$ cat src/rtl/npa_pkg.sv
package npa_pkg;
    typedef enum logic [1:0] {
        ST_IDLE = 2'd0,
        ST_BEAT = 2'd1,
        ST_GAP  = 2'd2,
        ST_DONE = 2'd3
    } npa_state_e;
endpackage

$ cat src/rtl/npa_lane_pick.sv
// Lowest set lane of a mask: gives ascending lane order.
module npa_lane_pick #(
    parameter int LANES = 4,
    parameter int LW    = $clog2(LANES)
) (
    input  logic [LANES-1:0] mask,
    output logic             any,
    output logic [LW-1:0]    idx
);
    always_comb begin
        any = |mask;
        idx = '0;
        for (int i = LANES - 1; i >= 0; i--) begin
            if (mask[i]) idx = LW'(i);
        end
    end
endmodule

$ cat src/rtl/npa_rd_pack.sv
// Inserts one returned slave byte into its lane of the read word.
module npa_rd_pack #(
    parameter int SLV_DW = 8,
    parameter int LANES  = 4,
    parameter int LW     = $clog2(LANES)
) (
    input  logic [SLV_DW*LANES-1:0] word_in,
    input  logic [LW-1:0]           lane,
    input  logic [SLV_DW-1:0]       byte_in,
    output logic [SLV_DW*LANES-1:0] word_out
);
    for (genvar g = 0; g < LANES; g++) begin : g_lane
        assign word_out[g*SLV_DW +: SLV_DW] =
            (lane == LW'(g)) ? byte_in : word_in[g*SLV_DW +: SLV_DW];
    end
endmodule

$ cat src/rtl/narrow_port_adapter.sv
module narrow_port_adapter #(
    parameter int MST_DW = 32,
    parameter int SLV_DW = 8,
    parameter int SLV_AW = 5,
    parameter int LANES  = MST_DW / SLV_DW,
    parameter int LW     = $clog2(LANES),
    parameter int MST_AW = SLV_AW + LW
) (
    input  logic              clk,
    input  logic              rst_n,
    input  logic              reg_mode,
    input  logic              m_read,
    input  logic              m_write,
    input  logic [MST_AW-1:0] m_addr,
    input  logic [MST_DW-1:0] m_wdata,
    input  logic [LANES-1:0]  m_be,
    output logic              m_waitreq,
    output logic [MST_DW-1:0] m_rdata,
    output logic              s_cs_n,
    output logic              s_rd_n,
    output logic              s_wr_n,
    output logic [SLV_AW-1:0] s_addr,
    output logic [SLV_DW-1:0] s_wdata,
    input  logic [SLV_DW-1:0] s_rdata
);
    import npa_pkg::*;

    typedef struct packed {
        npa_state_e        st;
        logic              regm;   // mode frozen for this access
        logic              wr;
        logic [LANES-1:0]  rem;    // lanes still to strobe
        logic [LW-1:0]     lane;
        logic [SLV_AW-1:0] base;
        logic [MST_DW-1:0] wdat;
        logic [MST_DW-1:0] rdat;
    } ctx_t;

    ctx_t ctx_d, ctx_q;

    logic [LANES-1:0]  init_mask;
    logic [LANES-1:0]  pick_in;
    logic              pick_any;
    logic [LW-1:0]     pick_idx;
    logic [MST_DW-1:0] packed_word;
    logic [LANES-1:0]  rem_after;

    // Register mode: one lane; read: all lanes; write: enabled lanes.
    assign init_mask = reg_mode ? LANES'(1) : (m_write ? m_be : '1);
    assign pick_in   = (ctx_q.st == ST_IDLE) ? init_mask : ctx_q.rem;
    assign rem_after = ctx_q.rem & ~(LANES'(1) << ctx_q.lane);

    npa_lane_pick #(.LANES(LANES), .LW(LW)) u_pick (
        .mask (pick_in),
        .any  (pick_any),
        .idx  (pick_idx)
    );

    npa_rd_pack #(.SLV_DW(SLV_DW), .LANES(LANES), .LW(LW)) u_pack (
        .word_in  (ctx_q.rdat),
        .lane     (ctx_q.lane),
        .byte_in  (s_rdata),
        .word_out (packed_word)
    );

    always_comb begin
        ctx_d = ctx_q;
        case (ctx_q.st)
            ST_IDLE: begin
                if (m_read || m_write) begin
                    ctx_d.regm = reg_mode;
                    ctx_d.wr   = m_write;
                    ctx_d.rem  = init_mask;
                    ctx_d.lane = pick_idx;
                    ctx_d.base = reg_mode ? m_addr[MST_AW-1:LW]
                                          : {m_addr[SLV_AW-1:LW], LW'(0)};
                    ctx_d.wdat = m_wdata;
                    ctx_d.rdat = '0;
                    ctx_d.st   = pick_any ? ST_BEAT : ST_DONE;
                end
            end
            ST_BEAT: begin
                ctx_d.rem = rem_after;
                if (!ctx_q.wr) begin
                    ctx_d.rdat = ctx_q.regm ? MST_DW'(s_rdata) : packed_word;
                end
                ctx_d.st = (rem_after == '0) ? ST_DONE : ST_GAP;
            end
            ST_GAP: begin
                ctx_d.lane = pick_idx;
                ctx_d.st   = ST_BEAT;
            end
            default: begin
                ctx_d.st = ST_IDLE;
            end
        endcase
    end

    always_ff @(posedge clk) begin
        if (!rst_n) begin
            ctx_q <= '0;
        end else begin
            ctx_q <= ctx_d;
        end
    end

    assign s_cs_n    = (ctx_q.st != ST_BEAT);
    assign s_rd_n    = !((ctx_q.st == ST_BEAT) && !ctx_q.wr);
    assign s_wr_n    = !((ctx_q.st == ST_BEAT) && ctx_q.wr);
    assign s_addr    = ctx_q.base | SLV_AW'(ctx_q.lane);
    assign s_wdata   = ctx_q.wdat[ctx_q.lane*SLV_DW +: SLV_DW];
    assign m_waitreq = (m_read || m_write) && (ctx_q.st != ST_DONE);
    assign m_rdata   = ctx_q.rdat;
endmodule

$ cat config.mk
export PLATFORM = sky130hd
export DESIGN_NAME = narrow_port_adapter
export DESIGN_NICKNAME = d
export VERILOG_FILES = /design/src/rtl/npa_pkg.sv /design/src/rtl/npa_lane_pick.sv /design/src/rtl/npa_rd_pack.sv /design/src/rtl/narrow_port_adapter.sv
export SDC_FILE = /design/constraint.sdc
export NUM_CORES = 1
export LEC_CHECK = 0
export ABC_CLOCK_PERIOD_IN_PS = 2100
export BUFFER_PORTS_ARGS = -buffer_cell sky130_fd_sc_hd__buf_2
export CORE_ASPECT_RATIO = 1.5
export CORE_MARGIN = 5
export CORE_UTILIZATION = 30
export CTS_BUF_LIST = sky130_fd_sc_hd__clkbuf_16
export CTS_CLUSTER_SIZE = 10
export DETAILED_ROUTE_END_ITERATION = 8
export PLACE_DENSITY = 0.6
export SYNTH_ARGS = -nofsm -noshare
export SYNTH_HDL_FRONTEND = slang
export SYNTH_SLANG_ARGS = --single-unit
$ cat constraint.sdc
create_clock -name clk -period 2.1 [get_ports clk]
set_input_delay 0.42 -clock clk [delete_from_list [all_inputs] [get_ports clk]]
set_output_delay 0.42 -clock clk [all_outputs]
set_load 0.01 [all_outputs]
* Word level (Yosys, flattened, before mapping)
Cells that the tools add are included.
Cells by class: eq/ne operators 13, shift-type cells 2, muxes and demuxes 21, bitwise logic cells 3, reduce and logical (&&, ||, !) cells 20
Operators with widths (number):
- 79-bit two-way mux | 1
- 32-bit two-way mux | 2
- 32-bit case mux with 2 select lines | 1
- 8-bit two-way mux | 4
- 32-bit by 6-bit variable part select with 8-bit output | 1
- 4-bit AND reduction | 4
- 4-bit two-way mux | 3
- 3-bit by 2-bit != test with 1-bit output (second input constant) | 4
- 2-bit two-way mux | 5
- 4-bit case mux with 2 select lines | 1
- 2-bit equality test (second input constant) | 3
- 2-bit case mux with 3 select lines | 1
- 2-bit AND reduction | 3
- 5-bit two-way mux | 1
- 5-bit by 2-bit bitwise OR with 5-bit output | 1
- 4-bit bitwise AND | 1
- 2-bit by 1-bit equality test with 1-bit output (second input constant) | 2
- 2-bit zero test | 2
- 4-bit zero test | 1
- 2-bit by 1-bit != test with 1-bit output (second input constant) | 2
- 2-bit != test (second input constant) | 2
- 4-bit inverter | 1
- 2-bit case mux with 2 select lines | 1
- 2-bit nonzero test | 2
- other kinds (6) | 10
Storage, ports and cells: output and inout bits 49, logic and storage cells 70, bits of input ports 56, bits in registers 79

* Depth between registers and ports, before layout
Gate-level depths: netlist of run 1.
word-level depth 9, depth in mapped cells 7, gate-level depth less buffers 5

* Modules after synthesis
A second synthesis of run 1 with hierarchy kept.
Unflattened totals: cell total of the unflattened synthesis 471, area total of the unflattened synthesis 4174.0 um^2
Modules (own cells, without submodules):
- narrow_port_adapter | area an instance 3698.5 um^2, sequential area each 1581.5 um^2, cells each 426, times used 1
- npa_rd_pack | area an instance 440.4 um^2, sequential area each 0.0 um^2, cells each 38, times used 1
- npa_lane_pick | area an instance 35.0 um^2, sequential area each 0.0 um^2, cells each 7, times used 1

* Least setup slack after synthesis of run 1
Ideal clock, no wire load.
path type flip-flop to output port, start point register ctx_q[69] (netlist bit), end point output s_wdata[0], data required time 1680 ps, data arrival time 1194 ps, path buffers 1, stages on the path, launching flop included 3, path slack 486 ps, cell sequence dfxtp_1 > buf_2 > mux4_2
On the way: cells in the longest elaborated chain, start to end 1
RTL lines:
- start: declaration | RTL line narrow_port_adapter.sv:39 | ctx_t ctx_d, ctx_q;
- start signal: assignment | RTL line narrow_port_adapter.sv:103 | ctx_q <= ctx_d;
- 32-bit by 6-bit variable part select with 8-bit output | RTL line narrow_port_adapter.sv:111 | assign s_wdata = ctx_q.wdat[ctx_q.lane*SLV_DW +: SLV_DW];
- end: declaration | RTL line narrow_port_adapter.sv:23 | output logic [SLV_DW-1:0] s_wdata,
No other way between the ends.

* Final worst setup path of run 1
start point register ctx_q[77] (netlist bit), end point output s_cs_n
On the way: cells in the longest elaborated chain, start to end 1
RTL lines:
- 2-bit by 1-bit != test with 1-bit output | RTL line narrow_port_adapter.sv:107 | assign s_cs_n = (ctx_q.st != ST_BEAT);
- end: declaration | RTL line narrow_port_adapter.sv:19 | output logic s_cs_n,
No other way between the ends.

==> results of run 1 <==
## layer usage
| metal | global-route usage | up-vias | wire length (um) |
|---|---|---|---|
| li1 | - | 1486 | - |
| met1 | 0.156 | 1366 | 3890 |
| met2 | 0.221 | 84 | 4770 |
| met3 | 0.0242 | 12 | 608 |
| met4 | 0.0605 | 0 | 180 |
| met5 | 0 | - | 0 |
## area by class of cell
| cell class | count | share of cell area |
|---|---|---|
| Multi-Input combinational cell | 274 | 0.404 |
| Sequential cell | 79 | 0.359 |
| Inverter | 3 | 0.00255 |
| Tap cell | 156 | 0.0442 |
| Clock inverter | 5 | 0.00453 |
| Clock buffer | 9 | 0.0510 |
| Timing Repair Buffer | 110 | 0.135 |
## flip-flops by register name, summed over array words and instances, names as in the netlist
signal / flops
ctx_q: 47
m_rdata: 32
## metrics by stage
step | instance area [um^2] | total power (uW) | util | cells
detailed placement | 4170 | 4040 | 0.336 | 622
floorplan | 3760 | 3530 | - | 417
finish | 4420 | 5300 | 0.357 | 636
global route | 4420 | 5680 | 0.357 | 636
CTS | 4410 | 5390 | 0.356 | 636
global placement | 4170 | 4000 | 0.336 | 622
## power by group through the flow
stage               clock network (uW)  logic [uW]  registers [uW]
CTS                               1370        1970            2040
detailed placement                   0        1970            2070
global placement                     0        1940            2050
global route                      1440        2140            2100
finish                            1340        1930            2040
floorplan                            0        1590            1940
## worst max-delay path: stages, from the launching register on
cell and delay, ps:
dfxtp_1 550, nor2b_1 310, inv_1 170, buf_2 170
## cells in the final DEF (no fill, tap or decap), types with 3 or more instances in the layout
cell,n
clkbuf_16,9
a21oi_4,4
nand2_1,115
o21a_1,4
mux4_2,8
nor2b_1,6
dfxtp_1,77
o21ai_0,7
buf_2,102
buf_4,6
nand3_1,10
inv_1,5
a21boi_0,34
nand2b_1,4
o211a_1,3
nor3_1,7
nor2_1,9
or2_2,4
mux2i_1,35
## how the worst max path moves through the flow
stage	to	cells after the start	slack [ps]
floorplan	s_wdata[0]	2	490
global placement	s_wdata[1]	2	190
detailed placement	s_wdata[0]	2	190
CTS	s_wdata[0]	2	20
global route	s_cs_n	3	20
finish	s_cs_n	3	140
## what timing repair did
action,4_1_cts,5_1_grt
resized for setup,1,2
hold buffers,0,0
setup endpoints to repair,8,8
## kinds of logic (layout without fill, tap and decap cells)
logic type	count (synthesis)	count (layout)	synth area share
AND/OR/NAND/NOR	164	164	0.191
flip-flops	79	79	0.421
multiplexers	44	44	0.144
buffers and inverters	64	127	0.107
AO/OA/AOI/OAI	66	66	0.137
==> impl_results.md, run 1 <==
* Worst Path Required at 1680 ps
* Die H at 147 um
* H-tree depth at 3
* Synth Area per Inst at 9.01 um^2
* Iteration-0 DRC count of the detailed router at 80
* Vias per inst at 4.64
* HP Start: m_wdata[3]
* Sequential fraction of design power at 0.385
* Area growth, synth to finish at 17.6%
* First-pass GRT wire length at 15,400 um
* Synth Instances at 417
* Routability cong. at 0.770
* Remaining DRCs at 0
* Period Utilization, post-route at 0.932
* ANT nets after route at 0
* Wirelength, routed at 9450 um
* Initial Util at 0.303
* Number of global-route vias before repair at 3,106
* Max VDD drop at 0.463 mV
* Max-cap violation count at 0
* Worst rel slew slack at 0.690
* Pre-CTS setup slack at 190 ps
* IO Pins at 105
* Netlist cell types at 42
* Worst-skew pair later-pin latency at 330 ps
* Row count at 50
* Predominant post-synthesis flop cell: dfxtp_1
* Largest net degree at the start of global routing at 46
* Synthesized area at 0.00376 mm^2
* Synth area leader: dfxtp_1
* Min Tclk post-route at 1960 ps
* Pin slew with the least headroom to its limit at 464 ps
* ANT cells at 0
* Sequential cell area at 0.00159 mm^2
* Internal power at 3410 uW
* Switch share at 0.357
* CP Max Fanout at 10
* Area fraction of the dominant cell type after synthesis at 0.421
* # clock sinks at 79
* Number of buffers added on ports at 102
* Setup TNS at 0 ps
* Clock Skews at 3.60 ps
* Top cells by area, synth: dfxtp_1 42%, nand2_1 11%, mux2i_1 9.3%
* Gr ovfl total at 0
* Hold Slack at 337 ps
* RR Endpoint: m_rdata[22]$_SDFFE_PN0P_
* Comb power frac at 0.363
* Initial DRT Pass Iterations at 4
* Clk pin slew, worst setup/hold paths at 60 ps
* R2R Path Start: ctx_q[77]$_SDFFE_PN0P_
* Number of synthesized flops with an enable pin at 0
* P_leak at 0.00195 uW
* Status: completed
* Syn nets at 473
* #FFs+latches synth at 79
* CP startpoint: ctx_q[77]$_SDFFE_PN0P_
* PnR worst setup slack at 143 ps
* RSZ-0062 raised after global routing: no
* Setup Viol. Count Final at 0
* Post-DP HPWL at 7050 um
* Core area at 0.0124 mm^2
* Root cell of the clock tree: clkbuf_16
* PD cells at 1200 mW/mm^2
* WP data arrival at 1540 ps
* Setup bufs post-CTS at 0
* Vias after detailed routing at 2,948
* Post-synthesis sequential area ratio at 0.421
* Final #Nets at 533
* Setup slack, reg-to-reg at 310 ps
* Ys Warns at 0
* Crit. End Element: output pin
* Critical Path Source Type: flop
* Die X at 101 um
* Fillers at 1,285
* Clk pwr share at 0.252
* CTS buffer count at 9
* Ys async rst share at 0
* Crit path kind: reg2out
* Slew Viols, Final at 0
* CTS tree: done
* Max Clk Rate at 511 MHz
* Total Routing Usage GR at 0.130
* Worst Hold Path Cells at 3
* Area of the die at 0.0149 mm^2
* Worst Reg2Reg Path Length in Cells at 4
* Count leader, synth: nand2_1
* Net Sw Power at 1890 uW
* WL/cell at 14.9 um
* Total area of multi-input combinational cells at 0.00178 mm^2
* CTS max path bufs at 2
* HP Class: in2reg
* Final hold vios at 0
* Post-synth top cells: 115 x nand2_1, 79 x dfxtp_1, 36 x buf_4, 35 x mux2i_1, 34 x a21boi_0
* Hold EP: ctx_q[35]$_SDFFE_PN0P_
* Initial antenna violation count at 0
* Share of layout cells above drive strength 1 at 0.298
Power figures use the tool's default switching activity.
==> run 2: changes to the inputs <==
Settings changed: ABC_CLOCK_PERIOD_IN_PS 2100 to 1900, CORE_UTILIZATION 30 to 45, PLACE_DENSITY 0.6 to 0.79.
Clock period 2.1 ns to 1.9 ns, I/O delays scaled along.
==> run 2 against run 1 <==
Combinational power grew 11%. Sequential power grew 9.8%. Total power grew 16%. Count of clock-buffer cells in the layout is the same. Global-route usage grew 4.1 points. Clock power grew 34%. Core utilization grew 19 points. Non-clock buffer count grew 2. Register-to-register slack lost 30 ps. Sequential share of layout area shrank 0.27 points.
==> impl_results.md, run 2 (synthesis results as in run 1) <==
* Comb power frac at 0.346
* Final Util at 0.549
* Die H at 122 um
* Setup Viol. Count Final at 0
* ANT nets after route at 0
* Max VDD drop at 0.707 mV
* Remaining DRCs at 0
* RR Endpoint: ctx_q[39]$_SDFFE_PN0P_
* Routability cong. at 0.803
* First-pass GRT wire length at 14,300 um
* PnR worst setup slack at 55.7 ps
* CTS tree: done
* Slew Viols, Final at 0
* Worst rel slew slack at 0.687
* PD cells at 1390 mW/mm^2
* RSZ-0062 raised after global routing: no
* Sequential fraction of design power at 0.363
* Total Routing Usage GR at 0.172
* WP data arrival at 1460 ps
* CP Max Fanout at 10
* ANT cells at 0
* Min Tclk post-route at 1840 ps
* Vias per inst at 5.08
* Initial Util at 0.463
* Crit. End Element: output pin
* Final hold vios at 0
* Internal power at 4090 uW
* Pin slew with the least headroom to its limit at 468 ps
* Max Clk Rate at 542 MHz
* Worst Reg2Reg Path Length in Cells at 5
* HP Class: in2reg
* Placed cell area at 0.00412 mm^2
* Critical Path Source Type: flop
* Most frequent cells in the layout: 115 x nand2_1, 100 x buf_2, 77 x dfxtp_1
* Post-DP HPWL at 6330 um
* Largest register FFs at 47
* Share of layout cells above drive strength 1 at 0.312
* Switch share at 0.337
* Clk pwr share at 0.291
* Initial antenna violation count at 0
* Number of buffers added on ports at 102
* Iteration-0 DRC count of the detailed router at 144
* Most common cell after layout, fill and taps aside: nand2_1
* Period Utilization, post-route at 0.971
* Setup bufs post-CTS at 0
* Worst-skew pair later-pin latency at 330 ps
* Hold EP: ctx_q[50]$_SDFFE_PN0P_
* CTS buffer count at 9
* IO Pins at 105
* HP Start: m_wdata[18]
* R2R Path Start: ctx_q[78]$_SDFFE_PN0P_
* Initial DRT Pass Iterations at 4
* Max-cap violation count at 0
* Status: completed
* Setup slack, reg-to-reg at 280 ps
* Largest net degree at the start of global routing at 48
* CTS max path bufs at 2
* Net Sw Power at 2080 uW
* H-tree depth at 3
* Worst Hold Path Cells at 3
* Pre-CTS setup slack at 84.4 ps
* Crit path kind: reg2out
* Die X at 84.6 um
* WL/cell at 14.4 um
* Top reg by flops: ctx_q
* # clock sinks at 79
* Gr ovfl total at 0
* Area of the die at 0.0103 mm^2
* Row count at 40
* Final #Nets at 535
* Fin area at 0.00445 mm^2
* Area growth, synth to finish at 18.5%
* Setup TNS at 0 ps
* Clk pin slew, worst setup/hold paths at 60 ps
* Clock Skews at 7.68 ps
* Root cell of the clock tree: clkbuf_16
* P_leak at 0.00199 uW
* Vias after detailed routing at 2,991
* Wirelength, routed at 8490 um
* Core area at 0.00811 mm^2
* Number of global-route vias before repair at 3,119
* Worst Path Required at 1520 ps
-- run 2: changes by cell type in the layout (fill, tap and decap cells not counted), sizes merged --
cell / change
buf: +2
clkinv: +2
inv: -2
bufinv: +2
-- run 2: worst max path at each step --
stage | from | endpoint
CTS | ctx_q[69]$_SDFFE_PN0P_ | s_wdata[0]
finish | ctx_q[69]$_SDFFE_PN0P_ | s_wdata[1]
floorplan | ctx_q[69]$_SDFFE_PN0P_ | s_wdata[0]
detailed placement | ctx_q[69]$_SDFFE_PN0P_ | s_wdata[0]
global placement | ctx_q[69]$_SDFFE_PN0P_ | s_wdata[0]
global route | ctx_q[69]$_SDFFE_PN0P_ | s_wdata[4]
-- run 2: power by group through the flow --
stage / clock [uW] / sequential (uW) / combinational (uW)
floorplan: 0 / 2140 / 1750
global placement: 0 / 2250 / 2090
detailed placement: 0 / 2260 / 2140
CTS: 1830 / 2240 / 2150
global route: 1890 / 2280 / 2360
finish: 1790 / 2240 / 2140
-- run 2: repair_timing --
item / 4_1_cts / 5_1_grt
resized for setup: 4 / 2
hold buffers: 0 / 0
endpoints found under the hold margin: 0 / 0
endpoints found under the setup margin: 9 / 2
-- run 2: cell type report --
| type | count | area [um^2] |
|---|---|---|
| clock inverter | 7 | 87.6 |
| timing repair buffer | 112 | 623 |
| fill | 759 | 3660 |
| clock buffer | 9 | 225 |
| tap | 105 | 131 |
| sequential | 79 | 1590 |
| multi-input combinational | 274 | 1790 |
| inverter | 3 | 11.3 |
-- run 2: metal layers --
layer	track usage	vias up	part of all wire
li1	-	1493	-
met5	0	-	0
met1	0.187	1403	0.40
met2	0.308	84	0.51
met4	0.0782	0	0.017
met3	0.0453	11	0.071
-- run 2: through the flow --
step                      hold slack [ps]  instances  total power (uW)
after detailed placement              443        573              4410
final                                 293        589              6170
after global placement                440        573              4340
after floorplan                       432        417              3900
after global routing                  303        589              6530
after CTS                             284        589              6230
-- run 2: critical path, cell delays in order, from the launching register on --
cell and delay (ps):
dfxtp_4 450, mux4_2 540, buf_6 140
